**src/rtl/dntimer_pkg.sv**
```systemverilog
package dntimer_pkg;
  localparam logic [2:0] ADR_CTRL    = 3'd0;
  localparam logic [2:0] ADR_EVENT   = 3'd1;
  localparam logic [2:0] ADR_FLAG    = 3'd2;
  localparam logic [2:0] ADR_PSCBUF  = 3'd3;
  localparam logic [2:0] ADR_RLDBUF  = 3'd4;
  localparam logic [2:0] ADR_COUNT   = 3'd5;
  localparam logic [2:0] ADR_PSCACT  = 3'd6;
  localparam logic [2:0] ADR_RLDACT  = 3'd7;

  typedef struct packed {
    logic buffered;   // bit3
    logic quiet_sw;   // bit2
    logic upd_off;    // bit1
    logic run;        // bit0
  } ctrl_t;
endpackage

```
**src/rtl/dntimer_psc.sv**
```systemverilog
module dntimer_psc #(
  parameter int PW = 16
) (
  input  logic          clk,
  input  logic          rst_n,
  input  logic          run,
  input  logic          clear,
  input  logic [PW-1:0] ratio,
  output logic          tick
);
  logic [PW-1:0] pcnt;

  assign tick = run && (pcnt == ratio);

  always_ff @(posedge clk or negedge rst_n) begin
    if (!rst_n)     pcnt <= '0;
    else if (clear) pcnt <= '0;
    else if (run)   pcnt <= tick ? '0 : pcnt + 1'b1;
  end
endmodule

```
**src/rtl/dntimer_cnt.sv**
```systemverilog
module dntimer_cnt #(
  parameter int CW = 16
) (
  input  logic          clk,
  input  logic          rst_n,
  input  logic          tick,
  input  logic          reload,
  input  logic [CW-1:0] reload_val,
  output logic [CW-1:0] cnt,
  output logic          at_zero
);
  assign at_zero = (cnt == '0);

  always_ff @(posedge clk or negedge rst_n) begin
    if (!rst_n)      cnt <= '0;
    else if (reload) cnt <= reload_val;
    else if (tick)   cnt <= cnt - 1'b1;
  end
endmodule

```
**src/rtl/dntimer_regs.sv**
```systemverilog
module dntimer_regs
  import dntimer_pkg::*;
#(
  parameter int CW = 16,
  parameter int PW = 16,
  parameter int DW = 16
) (
  input  logic          clk,
  input  logic          rst_n,
  input  logic          wr_en,
  input  logic [2:0]    wr_addr,
  input  logic [DW-1:0] wr_data,
  input  logic          underflow,
  output ctrl_t         ctrl,
  output logic [PW-1:0] psc_buf,
  output logic [PW-1:0] psc_act,
  output logic [CW-1:0] rld_buf,
  output logic [CW-1:0] rld_act,
  output logic          flag,
  output logic          sw_upd,
  output logic          evt,
  output logic [CW-1:0] reload_val
);
  logic wr_ctrl, wr_flag, wr_psc, wr_rld, xfer, flag_set;

  assign wr_ctrl  = wr_en && (wr_addr == ADR_CTRL);
  assign wr_flag  = wr_en && (wr_addr == ADR_FLAG) && wr_data[0];
  assign wr_psc   = wr_en && (wr_addr == ADR_PSCBUF);
  assign wr_rld   = wr_en && (wr_addr == ADR_RLDBUF);
  assign sw_upd   = wr_en && (wr_addr == ADR_EVENT) && wr_data[0];
  assign evt      = underflow || sw_upd;
  assign xfer     = evt && !ctrl.upd_off;
  assign flag_set = xfer && (underflow || !ctrl.quiet_sw);
  assign reload_val = ctrl.upd_off ? rld_act : rld_buf;

  always_ff @(posedge clk or negedge rst_n) begin
    if (!rst_n) begin
      ctrl    <= '0;
      psc_buf <= '0;
      rld_buf <= '1;
    end else begin
      if (wr_ctrl) ctrl    <= ctrl_t'(wr_data[3:0]);
      if (wr_psc)  psc_buf <= wr_data[PW-1:0];
      if (wr_rld)  rld_buf <= wr_data[CW-1:0];
    end
  end

  always_ff @(posedge clk or negedge rst_n) begin
    if (!rst_n) begin
      psc_act <= '0;
      rld_act <= '1;
    end else if (xfer) begin
      psc_act <= psc_buf;
      rld_act <= rld_buf;
    end else if (wr_rld && !ctrl.buffered) begin
      rld_act <= wr_data[CW-1:0];
    end
  end

  always_ff @(posedge clk or negedge rst_n) begin
    if (!rst_n)        flag <= 1'b0;
    else if (flag_set) flag <= 1'b1;
    else if (wr_flag)  flag <= 1'b0;
  end
endmodule

```
**src/rtl/dntimer.sv**
```systemverilog
module dntimer
  import dntimer_pkg::*;
#(
  parameter int CW = 16,
  parameter int PW = 16,
  localparam int DW = (CW > PW) ? CW : PW
) (
  input  logic          clk,
  input  logic          rst_n,
  input  logic          wr_en,
  input  logic [2:0]    wr_addr,
  input  logic [DW-1:0] wr_data,
  input  logic [2:0]    rd_addr,
  output logic [DW-1:0] rd_data,
  output logic          upd_flag
);
  ctrl_t         ctrl;
  logic [PW-1:0] psc_buf, psc_act;
  logic [CW-1:0] rld_buf, rld_act, reload_val, cnt;
  logic          tick, at_zero, underflow, sw_upd, evt, flag;

  assign underflow = tick && at_zero;
  assign upd_flag  = flag;

  dntimer_regs #(.CW(CW), .PW(PW), .DW(DW)) u_regs (
    .clk(clk), .rst_n(rst_n), .wr_en(wr_en), .wr_addr(wr_addr),
    .wr_data(wr_data), .underflow(underflow), .ctrl(ctrl),
    .psc_buf(psc_buf), .psc_act(psc_act), .rld_buf(rld_buf),
    .rld_act(rld_act), .flag(flag), .sw_upd(sw_upd), .evt(evt),
    .reload_val(reload_val)
  );

  dntimer_psc #(.PW(PW)) u_psc (
    .clk(clk), .rst_n(rst_n), .run(ctrl.run), .clear(evt),
    .ratio(psc_act), .tick(tick)
  );

  dntimer_cnt #(.CW(CW)) u_cnt (
    .clk(clk), .rst_n(rst_n), .tick(tick), .reload(evt),
    .reload_val(reload_val), .cnt(cnt), .at_zero(at_zero)
  );

  always_comb begin
    rd_data = '0;
    case (rd_addr)
      ADR_CTRL:   rd_data = DW'(ctrl);
      ADR_EVENT:  rd_data = '0;
      ADR_FLAG:   rd_data = DW'(flag);
      ADR_PSCBUF: rd_data = DW'(psc_buf);
      ADR_RLDBUF: rd_data = DW'(rld_buf);
      ADR_COUNT:  rd_data = DW'(cnt);
      ADR_PSCACT: rd_data = DW'(psc_act);
      default:    rd_data = DW'(rld_act);
    endcase
  end
endmodule

```
**config.mk**
```make
export PLATFORM = sky130hd
export DESIGN_NAME = dntimer
export DESIGN_NICKNAME = d
export VERILOG_FILES = /design/src/rtl/dntimer_pkg.sv /design/src/rtl/dntimer_psc.sv /design/src/rtl/dntimer_cnt.sv /design/src/rtl/dntimer_regs.sv /design/src/rtl/dntimer.sv
export SDC_FILE = /design/constraint.sdc
export NUM_CORES = 1
export LEC_CHECK = 0
export BUFFER_PORTS_ARGS = -buffer_cell sky130_fd_sc_hd__clkbuf_2
export CAP_MARGIN = 20
export CELL_PAD_IN_SITES_DETAIL_PLACEMENT = 1
export CELL_PAD_IN_SITES_GLOBAL_PLACEMENT = 1
export CORE_MARGIN = 2
export CORE_UTILIZATION = 44
export CTS_CLUSTER_DIAMETER = 40
export DETAILED_ROUTE_END_ITERATION = 6
export GPL_TIMING_DRIVEN = 0
export PLACE_DENSITY_LB_ADDON = 0.08
export SLEW_MARGIN = 40
export SYNTH_ARGS = -nofsm -noshare
export SYNTH_HDL_FRONTEND = slang
export SYNTH_SLANG_ARGS = --single-unit
```
**constraint.sdc**
```tcl
create_clock -name clk -period 4.8 [get_ports clk]
set_input_delay 0.24 -clock clk [delete_from_list [all_inputs] [get_ports clk]]
set_output_delay 0.24 -clock clk [all_outputs]
set_load 0.01 [all_outputs]
```
==> results of run 1 <==
repair_timing:
item                                    in CTS  in global routing
hold buffers                                 1                  0
hold endpoints to repair                    23                  0
endpoints found under the setup margin       0                  0
metal layers:
layer	vias to the layer above	share of wire [%]	global-route usage, %
met4	0	1.4	6.551
met5	-	0	0
li1	1945	-	-
met3	18	3.7	5.357
met1	2292	46	34.64
met2	95	49	44.08
worst max-delay path: stages (launching register included):
cell,delay (ns)
dfrtp_1,0.46
inv_1,0.14
ha_1,0.17
nor4b_4,0.28
and4_1,0.23
buf_4,0.18
nand3_4,0.18
a21oi_4,0.38
buf_6,0.25
mux2_1,0.34
synthesized netlist by cell type (2+ instances only):
| cell type | number | area share (%) |
|---|---|---|
| nor2b_1 | 5 | 0.54 |
| mux2_2 | 69 | 14 |
| a211oi_1 | 2 | 0.26 |
| nand3_1 | 12 | 1.0 |
| mux2_1 | 22 | 4.3 |
| inv_1 | 4 | 0.26 |
| o41ai_1 | 3 | 0.46 |
| a2bb2oi_1 | 2 | 0.30 |
| nor2_1 | 29 | 1.9 |
| o22ai_1 | 3 | 0.33 |
| o31ai_1 | 3 | 0.39 |
| clkbuf_1 | 14 | 0.91 |
| a31oi_1 | 7 | 0.76 |
| and2_1 | 6 | 0.65 |
| nor3_1 | 5 | 0.44 |
| o211ai_1 | 2 | 0.26 |
| xnor2_1 | 14 | 2.1 |
| a22o_1 | 15 | 2.3 |
| a211o_1 | 4 | 0.61 |
| buf_2 | 5 | 0.44 |
| a32oi_1 | 4 | 0.61 |
| dfrtp_1 | 69 | 30 |
| and3_1 | 4 | 0.44 |
| nand2_1 | 26 | 1.7 |
| ha_1 | 3 | 0.65 |
| nor4_1 | 5 | 0.54 |
| buf_6 | 3 | 0.59 |
| buf_1 | 4 | 0.26 |
| mux2i_1 | 16 | 2.8 |
| a22oi_1 | 9 | 1.2 |
| nand4_1 | 8 | 0.87 |
| or3_1 | 2 | 0.22 |
| o21ai_0 | 17 | 1.5 |
| a21oi_1 | 8 | 0.70 |
| mux4_2 | 13 | 5.1 |
| xor2_1 | 13 | 2.0 |
| and4_1 | 4 | 0.61 |
| dfstp_2 | 32 | 15 |
| o21a_1 | 2 | 0.26 |
registers in the layout (all words and copies together), names as in the netlist:
register,cells
u_regs.psc_act,16
u_cnt.cnt,16
u_regs.psc_buf,16
u_psc.pcnt,16
u_regs.rld_buf,16
u_regs.ctrl,4
u_regs.flag,1
u_regs.rld_act,16
power by group through the flow:
stage | logic, mW | registers, mW | clock network [mW]
final | 0.829 | 1.43 | 0.784
after global routing | 0.915 | 1.47 | 0.835
after CTS | 0.837 | 1.42 | 0.805
after detailed placement | 0.830 | 1.44 | 0
after global placement | 0.795 | 1.43 | 0
after floorplan | 0.632 | 1.33 | 0
path summary, 6_finish.rpt:
check	from	endpoint	slack, ns	cells after the start
max in group asynchronous	rst_n	u_regs.rld_act[0]	3.77	3
worst max register to register	u_cnt.cnt[0]	u_regs.psc_act[11]	2.05	9
worst min register to register	u_regs.psc_buf[14]	u_regs.psc_act[14]	0.52	1
worst min-delay path	wr_data[7]	u_regs.psc_buf[7]	0.14	2
worst max-delay path	u_cnt.cnt[0]	u_regs.psc_act[11]	2.05	9
min in group asynchronous	rst_n	u_regs.psc_act[9]	0.36	2
layout make-up:
| cell class | count | area share [%] |
|---|---|---|
| multi-input combinational | 355 | 46.40 |
| buffer | 27 | 2.106 |
| sequential | 101 | 39.28 |
| clock buffer | 12 | 4.096 |
| tap | 172 | 3.292 |
| inverter | 4 | 0.2297 |
| timing repair buffer | 42 | 3.771 |
| clock inverter | 4 | 0.8231 |
stage by stage:
stage	hold WS [ns]	cells	instance area (um^2)	utilization, %
finish	0.1430	717	6536	51.58
detailed placement	0.1793	700	6201	48.94
CTS	0.1339	717	6533	51.56
global route	0.1366	717	6536	51.58
floorplan	-0.05559	487	5746	-
global placement	0.4943	699	6161	48.62
cells by family after synthesis:
logic type / synth area share, %
compound gates: 11.08
fa+ha+maj: 0.6534
xor+xnor: 4.116
simple gates: 11.15
flops: 44.69
mux: 25.72
buf+inv: 2.591
==> results.tsv, run 1 <==
stage	metric	value	unit
logic_synthesis	syn_nets	515	
sta	fmax	363.7	MHz
cts	post_cts_resized	0	
logic_synthesis	synthDistinctLibCells	58	
cts	clkTransAtPathRegs	0.07	ns
cts	cts_tree	done	
placement	pre_cts_slack	2.084	ns
power	leakagePower	2.695	nW
floorplan	rows	41	
cts	root_buffer	clkbuf_16	
status	status	complete, no violations	
placement	io_buffers	40	
sta	period_needed	2.750	ns
sta	tightest_slew	0.8255	ns
worst_setup_path	crit_fanout	10	
cts	cts.sink_count	101	
sta	period_share	57.28	%
final_layout	final_cell_mix	mux2_2, dfrtp_1, clkbuf_2	
detailed_routing	dr_total_vias	4350	
sta	setup_viol	0	
detailed_routing	drc	0	
power	switching_share	32.70	%
worst_setup_path	crit_type	reg2reg	
power	power_frac_comb	27.2	%
worst_setup_path	arrival	2.99	ns
detailed_routing	drtIter0Drc	238	
logic_synthesis	synth-async-reset-ratio	100.0	%
detailed_routing	via_per_inst	6.067	
floorplan	die_h	118.3	um
floorplan	dieArea	13990	um^2
sta	grt_setup_unrepaired	no	
logic_synthesis	syn_area	5746	um^2
logic_synthesis	ys_seq_area_share	44.69	%
cts	cts.path.max_buffers	2	
global_route	antenna_found_initial	0	
final_layout	synthToLayoutAreaGrowth	13.76	%
logic_synthesis	synth_flop_cell	dfrtp_1	
cts	post_cts_buffers	0	
worst_hold_path	hold_path.class	in2reg	
floorplan	die_w	118.3	um
logic_synthesis	syn_avg_cell_area	11.80	um^2
final_layout	ff_latch_area	2567	um^2
cts	clock_latency	0.36	ns
power	peakVddDrop	0.3233	mV
global_route	grt_pass1_vias	4771	
power	power_density	465.7	nW/um^2
global_route	grt_use_total	26.22	%
detailed_routing	drtAntennaViolNets	0	
floorplan	start_util	45.34	%
cts	cts_inserted_buffers	9	
detailed_routing	firstDrtPassIters	4	
job	max_cap_violations	0	
floorplan	core_area	12670	um^2
placement	detailed_place_hpwl	12.51	mm
logic_synthesis	syn_inst	487	
final_layout	diodes	0	
worst_setup_path	required	5.04	ns
sta	hold_viol	0	
logic_synthesis	yosys_warnings	0	
floorplan	io_pins	42	
logic_synthesis	synth_edf_count	0	
sta	max_slew_margin	44.96	%
worst_setup_path	critPathLaunchType	flop	
worst_setup_path	crit_path_end_kind	flop	
power	p_switching	0.9955	mW
global_route	grt-ovfl-total	0	
power	power.internal	2.049	mW
cts	htreeDepth	3	
final_layout	nets	568	
final_layout	multiInputGateArea	3033	um^2
power	seq_power_share	47.0	%
power	pwr-share-clk	25.8	%
sta	drv_slew	0	
sta	tns	0	ns
placement	gp_congestion	0.8776	
sta	fin_ws	2.050	ns
power	finalPower	3.044	mW
detailed_routing	routedWlPerCell	24.30	um
final_layout	nFillCells	1364	
detailed_routing	wl	17.43	mm
logic_synthesis	ys_ff_latch	101	
sta	finClkSkew	0.01035	ns
global_route	grt_pass1_wl	27.52	mm
final_layout	drive_gt1_share	34.68	%
global_route	grt_max_degree	64	
(Power assumes the default switching activity.)
==> inputs of run 2 (changes only) <==
clock period = 2.6 ns   (was 4.8 ns; I/O delays follow)
==> run 2 against run 1 <==
Clock power grew 85%. Sequential cell count unchanged. Clock skew grew 0.0022 ns. First-iteration DRC count rose by 1.3%. Maximum frequency grew 8.0%. Global-route usage is 0.062 points higher. Routed wire length grew 0.81%. Critical path type unchanged. Highest routed layer unchanged.
==> results.tsv, run 2 (synthesis results as in run 1) <==
stage	metric	value	unit
status	status	complete, no violations	
cts	htreeDepth	3	
sta	finClkSkew	0.01250	ns
detailed_routing	wl	17.57	mm
power	power_density	850.9	nW/um^2
power	finalPower	5.648	mW
power	leakagePower	2.738	nW
sta	fin_ws	0.05392	ns
floorplan	start_util	45.34	%
sta	hold_viol	0	
detailed_routing	dr_total_vias	4380	
cts	clkTransAtPathRegs	0.07	ns
sta	period_share	97.93	%
worst_setup_path	crit_buf_inv	4	
cts	cts_tree	done	
worst_setup_path	critPathLaunchType	flop	
worst_hold_path	min-delay-start	wr_data[7]	
worst_setup_path	critPathTopFamily	simple AND/OR/NAND/NOR gates	
detailed_routing	via_per_inst	6.066	
global_route	grt_pass1_vias	4786	
final_layout	final_cell_mix	mux2_2, dfrtp_1, clkbuf_2	
cts	cts.sink_count	101	
sta	setup_viol	0	
placement	io_buffers	40	
placement	placed_cells	700	
final_layout	nFillCells	1362	
floorplan	core_area	12670	um^2
final_layout	synthToLayoutAreaGrowth	15.53	%
final_layout	final_cells	722	
power	peakVddDrop	0.6128	mV
final_layout	drive_gt1_share	35.64	%
final_layout	post-route-util	52.38	%
cts	clock_latency	0.36	ns
worst_setup_path	cpPeakStageDelay	0.45	ns
global_route	grt_pass1_wl	27.59	mm
floorplan	dieArea	13990	um^2
cts	root_buffer	clkbuf_16	
worst_setup_path	crit_type	reg2reg	
placement	place_area	6201	um^2
worst_hold_path	hold_path.class	in2reg	
floorplan	die_h	118.3	um
sta	tightest_slew	0.7966	ns
global_route	antenna_found_initial	0	
global_route	grt-ovfl-total	0	
sta	drv_slew	0	
cts	cts.path.max_buffers	2	
final_layout	design_area	6638	um^2
global_route	grt_max_degree	64	
floorplan	io_pins	42	
sta	period_needed	2.546	ns
worst_setup_path	required	2.84	ns
detailed_routing	firstDrtPassIters	4	
global_route	grt_use_total	26.28	%
placement	gp_congestion	0.8776	
detailed_routing	drc	0	
worst_setup_path	path_cells	inv_1 -> ha_1 -> nor4b_4 -> and4_1 -> buf_4 -> nand3_4 -> a21oi_4 -> buf_12 -> buf_8 -> mux2_1	
detailed_routing	drtIter0Drc	241	
sta	fmax	392.8	MHz
worst_setup_path	arrival	2.79	ns
sta	max_slew_margin	46.90	%
final_layout	final_common_cell	mux2_2	
placement	detailed_place_hpwl	12.51	mm
worst_setup_path	crit_start	u_cnt.cnt[0]	
worst_setup_path	r2r_start	u_cnt.cnt[0]	
sta	worst_hold_slack	0.03420	ns
detailed_routing	routedWlPerCell	24.33	um
cts	cts_inserted_buffers	9	
final_layout	nets	573	
placement	pre_cts_slack	-0.1160	ns
final_layout	diodes	0	
worst_setup_path	crit_path_end_kind	flop	
job	max_cap_violations	0	
worst_setup_path	slowest_stage	dfrtp_2	
sta	tns	0	ns
worst_setup_path	crit_fanout	10	
detailed_routing	drtAntennaViolNets	0	
floorplan	rows	41	
floorplan	die_w	118.3	um
[run 2: final timing paths]
path | end | slack [ns] | depth (start not counted)
hold reg to reg | u_regs.psc_act[8] | 0.52 | 1
setup reg to reg | u_regs.psc_act[14] | 0.05 | 10
setup / recovery | u_regs.psc_act[14] | 0.05 | 10
min in group asynchronous | u_regs.psc_act[9] | 0.25 | 2
max in group asynchronous | u_regs.rld_buf[10] | 1.67 | 3
hold / removal | u_regs.psc_buf[7] | 0.03 | 2
[run 2: report_power, final]
part           internal, mW  switching [mW]
registers              2.12           0.515
logic                 0.843           0.717
clock network         0.834           0.616
[run 2: layout make-up]
cell class | count | area, um^2 | share of cell area (%)
Multi-Input combinational cell | 355 | 3042 | 45.82
Sequential cell | 101 | 2569 | 38.70
Timing Repair Buffer | 48 | 325.3 | 4.901
Clock buffer | 12 | 267.8 | 4.034
Tap cell | 172 | 215.2 | 3.242
Buffer | 26 | 150.1 | 2.262
Clock inverter | 4 | 53.80 | 0.8106
Inverter | 4 | 15.01 | 0.2262
[run 2: per-layer routing]
metal	wire, um	share of wire, %	global-route usage (%)
met4	204	1.2	6.702
met5	0	0	0
met1	7792	44	34.76
met2	8785	50	44.08
met3	783	4.5	5.357
[run 2: what timing repair did]
item	CTS	global route
gates resized for setup	2	7
hold buffers	1	0
pin swaps	1	1
setup endpoints to repair	29	35
gates cloned	0	1
hold endpoints to repair	38	0
buffers inserted	1	3
==> inputs of run 3 (changes only) <==
CORE_UTILIZATION = 30   (was 44)
==> run 3 against run 2 <==
Routed wire length rose by 8.1%. Utilization is 16 points lower. Combinational power barely moved. Non-clock buffer count grew 1. Register-to-register slack improved by 0.07 ns. Largest power group unchanged.
==> results.tsv, run 3 (synthesis results as in run 1) <==
stage	metric	value	unit
sta	finClkSkew	0.01073	ns
final_layout	nFillCells	2049	
floorplan	die_w	142.4	um
sta	period_share	95.09	%
final_layout	final_cells	785	
detailed_routing	drc	0	
placement	gp_congestion	0.8264	
worst_setup_path	crit_path_end_kind	flop	
sta	tightest_slew	0.7621	ns
detailed_routing	drtAntennaViolNets	0	
floorplan	die_h	142.4	um
worst_setup_path	r2r_start	u_cnt.cnt[0]	
global_route	grt-ovfl-total	0	
placement	placed_cells	762	
worst_setup_path	cpPeakStageDelay	0.47	ns
power	leakagePower	2.792	nW
worst_setup_path	timing.rr.end	u_regs.psc_act[13]	
final_layout	post-route-util	36.23	%
placement	io_buffers	40	
final_layout	diodes	0	
global_route	antenna_found_initial	0	
floorplan	io_pins	42	
status	status	complete, no violations	
detailed_routing	dr_total_vias	4283	
sta	max_slew_margin	49.05	%
worst_hold_path	hold_path_depth	2	
floorplan	rows	50	
sta	setup_viol	0	
cts	clkTransAtPathRegs	0.08	ns
detailed_routing	wl	18.98	mm
worst_hold_path	min-delay-start	wr_data[6]	
worst_setup_path	rr_worst_depth	10	
detailed_routing	firstDrtPassIters	4	
final_layout	final_common_cell	mux2_2	
cts	htreeDepth	3	
final_layout	nets	574	
cts	root_buffer	clkbuf_16	
cts	cts_tree	done	
power	finalPower	6.067	mW
power	peakVddDrop	0.3677	mV
global_route	grt_pass1_vias	4577	
final_layout	drive_gt1_share	36.48	%
detailed_routing	via_per_inst	5.456	
global_route	grt_pass1_wl	29.33	mm
detailed_routing	routedWlPerCell	24.18	um
floorplan	start_util	30.61	%
detailed_routing	drtIter0Drc	203	
cts	cts.sink_count	101	
cts	clock_latency	0.36	ns
floorplan	dieArea	20270	um^2
worst_setup_path	rrSetupSlack	0.13	ns
power	power_density	892.3	nW/um^2
worst_setup_path	arrival	2.71	ns
worst_setup_path	critPathLaunchType	flop	
sta	period_needed	2.472	ns
final_layout	synthToLayoutAreaGrowth	18.34	%
placement	detailed_place_hpwl	13.90	mm
global_route	grt_use_total	19.87	%
cts	cts_inserted_buffers	9	
job	max_cap_violations	0	
worst_setup_path	slowest_stage	dfrtp_2	
worst_setup_path	required	2.83	ns
final_layout	final_cell_mix	mux2_2, dfrtp_1, clkbuf_2	
global_route	grt_max_degree	56	
floorplan	core_area	18770	um^2
sta	fmax	404.5	MHz
worst_hold_path	hold_path.class	in2reg	
worst_hold_path	worst_hold_path.endpoint	u_regs.rld_buf[6]	
worst_setup_path	crit_fanout	10	
worst_setup_path	crit_type	reg2reg	
sta	drv_slew	0	
sta	hold_viol	0	
cts	cts.path.max_buffers	2	
worst_setup_path	path_cells	inv_1 -> ha_1 -> nor4b_4 -> and4_1 -> buf_4 -> nand3_4 -> a21oi_4 -> buf_12 -> buf_8 -> mux2_1	
[run 3: critical path, delay by kind of cell, from the launching register on]
| kind | cells | cell delay (ns) |
|---|---|---|
| flip-flops | 1 | 0.47 |
| multiplexers | 1 | 0.34 |
| buffers and inverters | 4 | 0.60 |
| AND/OR/NAND/NOR | 3 | 0.57 |
| AO/OA/AOI/OAI | 1 | 0.18 |
| adder cells (fa/ha/maj) | 1 | 0.17 |
[run 3: where the power goes]
group / leakage [nW] / switching, mW / internal (mW)
registers: 1.19 / 0.561 / 2.12
logic: 1.40 / 0.690 / 0.836
clock network: 0.200 / 0.625 / 1.23
[run 3: metal layers]
metal  track usage (%)  vias to the layer above  share of wire, %
li1                  -                     1956                 -
met1             27.05                     2262                47
met2             32.93                       54                49
met3             3.735                       11               3.1
met4             4.586                        0               1.1
met5                 0                        -                 0
[run 3: cell type report]
| class | instances | area (um^2) | area share (%) |
|---|---|---|---|
| multi-input combinational | 355 | 3048 | 44.83 |
| sequential | 101 | 2569 | 37.78 |
| timing repair buffer | 49 | 311.5 | 4.582 |
| tap | 234 | 292.8 | 4.306 |
| clock buffer | 9 | 225.2 | 3.312 |
| clock inverter | 7 | 185.2 | 2.724 |
| buffer | 26 | 152.6 | 2.245 |
| inverter | 4 | 15.01 | 0.2208 |
[run 3: timing repair]
action,in CTS,in global routing
pin swaps,2,0
endpoints found under the hold margin,37,0
setup buffers,4,3
hold buffers,1,0
gates resized for setup,5,4
endpoints found under the setup margin,29,47
[run 3: worst max-delay path by stage]
| stage | startpoint | end | slack [ns] | depth (start not counted) |
|---|---|---|---|---|
| final | u_cnt.cnt[0] | u_regs.psc_act[13] | 0.13 | 10 |
| after global routing | u_cnt.cnt[0] | u_regs.psc_act[11] | -0.0006 | 10 |
| after CTS | u_cnt.cnt[0] | u_regs.psc_act[13] | 0.01 | 10 |
| after detailed placement | u_cnt.cnt[0] | u_regs.psc_act[13] | -0.15 | 9 |
| after global placement | rst_n | u_regs.ctrl[0] | -0.14 | 1 |
| after floorplan | u_cnt.cnt[0] | u_regs.psc_act[10] | 0.39 | 9 |
[run 3: metrics by stage]
stage / instance area (um^2) / setup TNS (ns) / hold slack, ns / setup WS, ns
6_report: 6799 / 0 / 0.03104 / 0.1276
5_1_grt: 6799 / -0.0006140 / 0.02414 / -0.0006140
4_1_cts: 6766 / 0 / 0.02210 / 0.01208
3_5_place_dp: 6282 / -3.307 / 0.1453 / -0.1476
3_3_place_gp: 6238 / -11.69 / 0.3948 / -0.1361
2_1_floorplan: 5746 / 0 / -0.1656 / 0.3899
